==> config.mk <==
export PLATFORM = sky130hd
export DESIGN_NAME = ps_cfg_streamer
export DESIGN_NICKNAME = d
export VERILOG_FILES = /design/src/rtl/cfg_pkg.sv /design/src/rtl/cfg_clk_gen.sv /design/src/rtl/cfg_shifter.sv /design/src/rtl/cfg_seq_ctrl.sv /design/src/rtl/ps_cfg_streamer.sv
export SDC_FILE = /design/constraint.sdc
export NUM_CORES = 1
export LEC_CHECK = 0
export BUFFER_PORTS_ARGS = -buffer_cell sky130_fd_sc_hd__buf_2
export CAP_MARGIN = 20
export CORE_MARGIN = 2
export CORE_UTILIZATION = 56
export CTS_CLUSTER_DIAMETER = 50
export DETAILED_ROUTE_END_ITERATION = 12
export HOLD_SLACK_MARGIN = 0.15
export PLACE_DENSITY = 0.89
export SYNTH_ARGS = -nofsm -noshare
export SYNTH_HDL_FRONTEND = slang
export SYNTH_HIERARCHICAL = 1
export SYNTH_SLANG_ARGS = --single-unit
==> constraint.sdc <==
create_clock -name clk_i -period 3.57 [get_ports clk_i]
set_input_delay 0.5355 -clock clk_i [delete_from_list [all_inputs] [get_ports clk_i]]
set_output_delay 0.5355 -clock clk_i [all_outputs]
set_load 0.03 [all_outputs]
==> src/rtl/cfg_pkg.sv <==
package cfg_pkg;
  localparam int unsigned BYTE_W = 8;

  typedef enum logic [2:0] {
    ST_IDLE,
    ST_PULSE,
    ST_WAIT,
    ST_STREAM,
    ST_TAIL,
    ST_DONE,
    ST_ERR
  } cfg_state_e;
endpackage

==> src/rtl/cfg_clk_gen.sv <==
module cfg_clk_gen #(
  parameter int unsigned DIV_W = 8
) (
  input  logic             clk_i,
  input  logic             rst_ni,
  input  logic [DIV_W-1:0] div_i,
  input  logic             run_i,
  output logic             cfg_clk_o,
  output logic             rise_o,
  output logic             fall_o
);
  logic [DIV_W-1:0] cnt_q;
  logic             clk_q;
  logic             at_end;

  assign at_end    = (cnt_q >= div_i);
  assign fall_o    = clk_q && at_end;
  assign rise_o    = !clk_q && at_end && run_i;
  assign cfg_clk_o = clk_q;

  // counter saturates at the end of a low phase while no rise is allowed
  always_ff @(posedge clk_i or negedge rst_ni) begin
    if (!rst_ni) begin
      cnt_q <= '0;
      clk_q <= 1'b0;
    end else begin
      if (rise_o || fall_o) cnt_q <= '0;
      else if (!at_end)     cnt_q <= cnt_q + 1'b1;
      if (fall_o)      clk_q <= 1'b0;
      else if (rise_o) clk_q <= 1'b1;
    end
  end


  rise_gated_chk: assert property (@(posedge clk_i) disable iff (!rst_ni)
    $rose(clk_q) |-> $past(run_i));
endmodule

==> src/rtl/cfg_shifter.sv <==
module cfg_shifter
  import cfg_pkg::*;
(
  input  logic              clk_i,
  input  logic              rst_ni,
  input  logic              clear_i,
  input  logic              load_i,
  input  logic [BYTE_W-1:0] byte_i,
  input  logic              fall_i,
  output logic              data_o,
  output logic              empty_o
);
  localparam int unsigned CNT_W = $clog2(BYTE_W + 1);

  logic [BYTE_W-1:0] sh_q;
  logic [CNT_W-1:0]  left_q;

  assign data_o  = sh_q[0];
  assign empty_o = (left_q == '0);

  always_ff @(posedge clk_i or negedge rst_ni) begin
    if (!rst_ni) begin
      sh_q   <= '0;
      left_q <= '0;
    end else if (clear_i) begin
      sh_q   <= '0;
      left_q <= '0;
    end else if (load_i) begin
      sh_q   <= byte_i;
      left_q <= CNT_W'(BYTE_W);
    end else if (fall_i && !empty_o) begin
      sh_q   <= sh_q >> 1;
      left_q <= left_q - 1'b1;
    end
  end


  load_when_empty_chk: assert property (@(posedge clk_i) disable iff (!rst_ni)
    load_i |-> left_q == '0);

  bits_hold_chk: assert property (@(posedge clk_i) disable iff (!rst_ni)
    (left_q != '0 && !fall_i && !clear_i) |=> $stable(left_q));
endmodule

==> src/rtl/cfg_seq_ctrl.sv <==
module cfg_seq_ctrl
  import cfg_pkg::*;
#(
  parameter int unsigned PLS_W = 8,
  parameter int unsigned TMO_W = 8
) (
  input  logic             clk_i,
  input  logic             rst_ni,
  input  logic             start_i,
  input  logic [PLS_W-1:0] pulse_len_i,
  input  logic [TMO_W-1:0] tmo_len_i,
  input  logic             status_ni,
  input  logic             done_i,
  input  logic             empty_i,
  input  logic             accept_i,
  input  logic             last_i,
  input  logic             rise_i,
  output logic             cfg_start_no,
  output logic             stream_o,
  output logic             tail_run_o,
  output logic             last_seen_o,
  output logic             clear_o,
  output logic             busy_o,
  output logic             done_o,
  output logic             error_o
);
  cfg_state_e       state_q, state_d;
  logic [PLS_W-1:0] pcnt_q;
  logic [TMO_W-1:0] tcnt_q;
  logic             last_q;
  logic             tmo_hit;

  assign tmo_hit = (tcnt_q == tmo_len_i);

  always_comb begin
    state_d = state_q;
    unique case (state_q)
      ST_IDLE, ST_DONE, ST_ERR: if (start_i) state_d = ST_PULSE;
      ST_PULSE:  if (pcnt_q == pulse_len_i) state_d = ST_WAIT;
      ST_WAIT:   if (status_ni) state_d = ST_STREAM;
      ST_STREAM: begin
        if (!status_ni)            state_d = ST_ERR;
        else if (done_i)           state_d = ST_DONE;
        else if (last_q && empty_i) state_d = ST_TAIL;
      end
      ST_TAIL: begin
        if (!status_ni)   state_d = ST_ERR;
        else if (done_i)  state_d = ST_DONE;
        else if (tmo_hit) state_d = ST_ERR;
      end
      default: state_d = ST_IDLE;
    endcase
  end

  always_ff @(posedge clk_i or negedge rst_ni) begin
    if (!rst_ni) begin
      state_q <= ST_IDLE;
      pcnt_q  <= '0;
      tcnt_q  <= '0;
      last_q  <= 1'b0;
    end else begin
      state_q <= state_d;
      if (state_q != ST_PULSE) pcnt_q <= '0;
      else                     pcnt_q <= pcnt_q + 1'b1;
      if (state_q != ST_TAIL)  tcnt_q <= '0;
      else if (rise_i)         tcnt_q <= tcnt_q + 1'b1;
      if (state_q == ST_PULSE)           last_q <= 1'b0;
      else if (accept_i && last_i)       last_q <= 1'b1;
    end
  end

  assign cfg_start_no = (state_q != ST_PULSE);
  assign stream_o     = (state_q == ST_STREAM);
  assign tail_run_o   = (state_q == ST_TAIL) && !tmo_hit;
  assign last_seen_o  = last_q;
  assign clear_o      = (state_q == ST_PULSE);
  assign busy_o       = (state_q == ST_PULSE) || (state_q == ST_WAIT) ||
                        (state_q == ST_STREAM) || (state_q == ST_TAIL);
  assign done_o       = (state_q == ST_DONE);
  assign error_o      = (state_q == ST_ERR);


  pulse_start_chk: assert property (@(posedge clk_i) disable iff (!rst_ni)
    $fell(cfg_start_no) |-> $past(start_i));

  err_cause_chk: assert property (@(posedge clk_i) disable iff (!rst_ni)
    $rose(error_o) |-> ($past(!status_ni) || $past(tmo_hit)));

  done_hold_chk: assert property (@(posedge clk_i) disable iff (!rst_ni)
    (done_o && !start_i) |=> done_o);
endmodule

==> src/rtl/ps_cfg_streamer.sv <==
module ps_cfg_streamer
  import cfg_pkg::*;
#(
  parameter int unsigned DIV_W = 8,
  parameter int unsigned PLS_W = 8,
  parameter int unsigned TMO_W = 8
) (
  input  logic              clk_i,
  input  logic              rst_ni,
  input  logic              start_i,
  input  logic [DIV_W-1:0]  div_i,
  input  logic [PLS_W-1:0]  pulse_len_i,
  input  logic [TMO_W-1:0]  tmo_len_i,
  input  logic [BYTE_W-1:0] s_data_i,
  input  logic              s_valid_i,
  input  logic              s_last_i,
  output logic              s_ready_o,
  output logic              cfg_start_no,
  input  logic              status_ni,
  input  logic              done_i,
  output logic              cfg_clk_o,
  output logic              cfg_data_o,
  output logic              busy_o,
  output logic              done_o,
  output logic              error_o
);
  logic stream, tail_run, last_seen, clear;
  logic empty, rise, fall, run, accept;

  assign s_ready_o = stream && empty && !last_seen;
  assign accept    = s_valid_i && s_ready_o;
  assign run       = (stream && !empty) || tail_run;

  cfg_seq_ctrl #(.PLS_W(PLS_W), .TMO_W(TMO_W)) u_ctrl (
    .clk_i       (clk_i),
    .rst_ni      (rst_ni),
    .start_i     (start_i),
    .pulse_len_i (pulse_len_i),
    .tmo_len_i   (tmo_len_i),
    .status_ni   (status_ni),
    .done_i      (done_i),
    .empty_i     (empty),
    .accept_i    (accept),
    .last_i      (s_last_i),
    .rise_i      (rise),
    .cfg_start_no(cfg_start_no),
    .stream_o    (stream),
    .tail_run_o  (tail_run),
    .last_seen_o (last_seen),
    .clear_o     (clear),
    .busy_o      (busy_o),
    .done_o      (done_o),
    .error_o     (error_o)
  );

  cfg_shifter u_shift (
    .clk_i  (clk_i),
    .rst_ni (rst_ni),
    .clear_i(clear),
    .load_i (accept),
    .byte_i (s_data_i),
    .fall_i (fall),
    .data_o (cfg_data_o),
    .empty_o(empty)
  );

  cfg_clk_gen #(.DIV_W(DIV_W)) u_clk (
    .clk_i    (clk_i),
    .rst_ni   (rst_ni),
    .div_i    (div_i),
    .run_i    (run),
    .cfg_clk_o(cfg_clk_o),
    .rise_o   (rise),
    .fall_o   (fall)
  );


  data_setup_chk: assert property (@(posedge clk_i) disable iff (!rst_ni)
    cfg_clk_o |-> $stable(cfg_data_o));

  ready_clk_low_chk: assert property (@(posedge clk_i) disable iff (!rst_ni)
    s_ready_o |-> !cfg_clk_o);
endmodule

==> impl_metrics.yaml <==
clocking:
  h-tree-depth: 2
  cts_setup_buffers: 0
  cts-root-buf: "clkbuf_8"
  clock_latency_ns: 0.30
  cts_tree: "built"
  cts.path.max_buffers: 2
  cts_sinks: 41
  cts_buffers: 5
  clkTransAtPathRegs_ns: 0.08
  postCtsHoldBufs: 0
  cts_resized: 0
timing:
  skew_ns: 0.00734
  fin_tns_setup_ns: 0
  final.period_utilization_pct: 76.1
  timing.fmax_ghz: 0.368
  rsz0062_at_grt: "false"
  hold_violations: 0
  worst_pin_slew_ns: 0.866
  maxSlewHeadroom_pct: 42.3
  drv_slew: 0
  post-route-min-period_ns: 2.72
  setup_viol: 0
synthesis:
  synth_seq_area_share_pct: 38.1
  synthCells: 282
  async_flop_share_pct: 100
  synth.distinct_cells: 59
  synth_fp_nets: 334
  avgSynthCellArea_um2: 9.56
  netlist_area_mm2: 0.00270
  synth_edf_count: 0
  ys_warn_count: 6
  synth_ff_type: "dfrtp_1"
  ys_seq_elements: 41
cells_and_area:
  drive_gt1_share_pct: 24.7
  multi_input_area_mm2: 0.00146
  final_cell_mix: "45 x buf_2, 41 x dfrtp_1, 25 x nor2_1, 24 x inv_1, 24 x xor2_1"
  area.growth.synth_to_final_pct: 12.0
  n_antenna_cell: 0
  nets: 376
  seqCellArea_mm2: 0.00103
  fin_area_mm2: 0.00302
  layout_commonest_cell: "buf_2"
  n_fill_cell: 406
floorplan:
  dieArea_mm2: 0.00538
  die_h_um: 73.4
  num_rows: 25
  die_w_um: 73.4
  start_util_pct: 57.4
  ios: 46
  core_region_area_mm2: 0.00469
global_route:
  antenna_found_initial: 0
  overflow: 0
  grt_pass1_wl_um: 9080
  track_usage_pct: 21.7
  grt_max_degree: 42
  grt_pass1_vias: 2162
placement:
  dp_hpwl_um: 3910
  gp_congestion: 0.844
  placed_area_mm2: 0.00292
  io_buffers: 45
critical_path:
  reg2reg_depth: 11
  crit_fanout: 15
  worstSetupPathType: "reg -> reg"
  rr_startpoint: "u_shift/left_q[0]"
  ff2ff_setup_slack_ns: 0.85
  cp-end-kind: "flip-flop"
  required_ns: 3.79
  r2r-end: "u_ctrl/tcnt_q[7]"
  cp.arrival_ns: 2.94
  critPathLaunchType: "flip-flop"
power_and_ir_drop:
  p_leak_nw: 1.52
  p_clk_share_pct: 18.4
  intPower_mw: 1.15
  vdd_ir_drop_max_v: 0.000385
  seqPwrFrac_pct: 37.0
  pwr-share-comb_pct: 44.5
  power_switching_mw: 0.824
  powerDensity_mw_per_mm2: 652
  sw_frac_of_total_pct: 41.8
  fin_total_pwr_mw: 1.97
route:
  drt_first_pass_iters: 4
  vias: 2169
  drc: 0
  drtIter0Drc: 131
  wl_per_cell_um: 13.9
  drt-total-wl_um: 5260
  antenna_left: 0
  drt-vias-per-instance: 5.74
min_path:
  hp-class: "in -> async"
job:
  cap_violations: 0
outcome:
  run_status: "finished clean"
worst max-delay path by stage:
stage / startpoint / to / slack [ns]
finish: u_shift/left_q[0] / u_ctrl/tcnt_q[7] / 0.85
global route: u_shift/left_q[0] / u_ctrl/tcnt_q[7] / 0.65
CTS: u_shift/left_q[0] / u_ctrl/tcnt_q[7] / 0.86
detailed placement: div_i[0] / u_ctrl/tcnt_q[7] / 0.83
global placement: div_i[0] / u_shift/left_q[2] / 0.94
floorplan: div_i[0] / u_ctrl/tcnt_q[7] / 0.95
per-layer routing:
layer  routed length (µm)  global-route usage [%]
met1                 2280                    25.2
met2                 2700                    38.8
met5                    0                       0
met4                   85                    7.27
met3                  194                    5.35
power groups by stage:
stage	combinational, mW	sequential [mW]	clock [mW]
detailed placement	0.879	0.735	0
CTS	0.884	0.729	0.370
global route	0.983	0.749	0.393
finish	0.877	0.729	0.363
floorplan	0.765	0.690	0
global placement	0.841	0.728	0
kinds of logic after synthesis:
group	count (synthesis)	share of synthesized area (%)
AOI/OAI and AO/OA	64	17.2
xor gates and xnor gates	30	9.75
adders and majority gates	13	6.04
buffers and inverters	40	7.89
DFF	41	38.1
muxes	9	3.95
and+or+nand+nor	85	17.1
synthesized netlist by cell type, drive strengths merged (2+ instances only):
cell    instances  area [µm²]
dfrtp          41        1030
inv            25        93.8
nor2           25        93.8
xor2           24         210
nand2          18        67.6
o21ai          17        85.1
a21oi          16        83.8
ha             13         163
buf            12        91.3
a221oi          7        98.9
a31oi           7        43.8
nand3           7        35.0
and3            6        37.5
xnor2           6        52.6
mux2i           5        50.1
a22o            4        35.0
mux2            4        56.3
nand4           4        25.0
nor4            4        37.5
or3             4        25.0
nor3b           3        27.5
a21o            2        16.3
and2            2        12.5
clkbuf          2        11.3
nand2b          2        20.0
nor3            2        15.0
o21a            2        15.0
o31ai           2        20.0
or2             2        12.5
final cells by class:
type / count / area share (%)
sequential: 41 / 34.0
clock buffer: 5 / 2.28
tap: 54 / 2.24
inverter: 26 / 3.65
clock inverter: 2 / 1.16
multi-input combinational: 201 / 48.2
timing repair buffer: 49 / 8.45
state kept, by name (all words and copies together) (netlist names):
signal	count
u_ctrl/last_seen_o	1
u_shift/sh_q	8
u_clk/cnt_q	8
u_shift/left_q	4
u_ctrl/pcnt_q	8
u_clk/cfg_clk_o	1
u_ctrl/state_q	3
u_ctrl/tcnt_q	8
per-stage QoR:
step	util (%)	hold slack (ns)	std cells	worst slack, ns
6_report	64.3	0.342	378	0.854
5_1_grt	64.3	0.417	378	0.650
4_1_cts	64.3	0.380	378	0.862
3_5_place_dp	62.1	0.521	371	0.830
3_3_place_gp	62.1	0.511	371	0.941
2_1_floorplan	-	0.240	282	0.950
worst max-delay path: stages, from the launching register on:
cell and delay, ns:
dfrtp_1 0.38, inv_1 0.09, ha_1 0.21, or3b_1 0.45, clkinv_8 0.15, inv_1 0.08
a21o_2 0.15, nor3b_1 0.18, buf_4 0.18, nand4_1 0.22, or3_1 0.41, a21oi_1 0.15
Note: power is estimated with default switching activity, not from simulation.
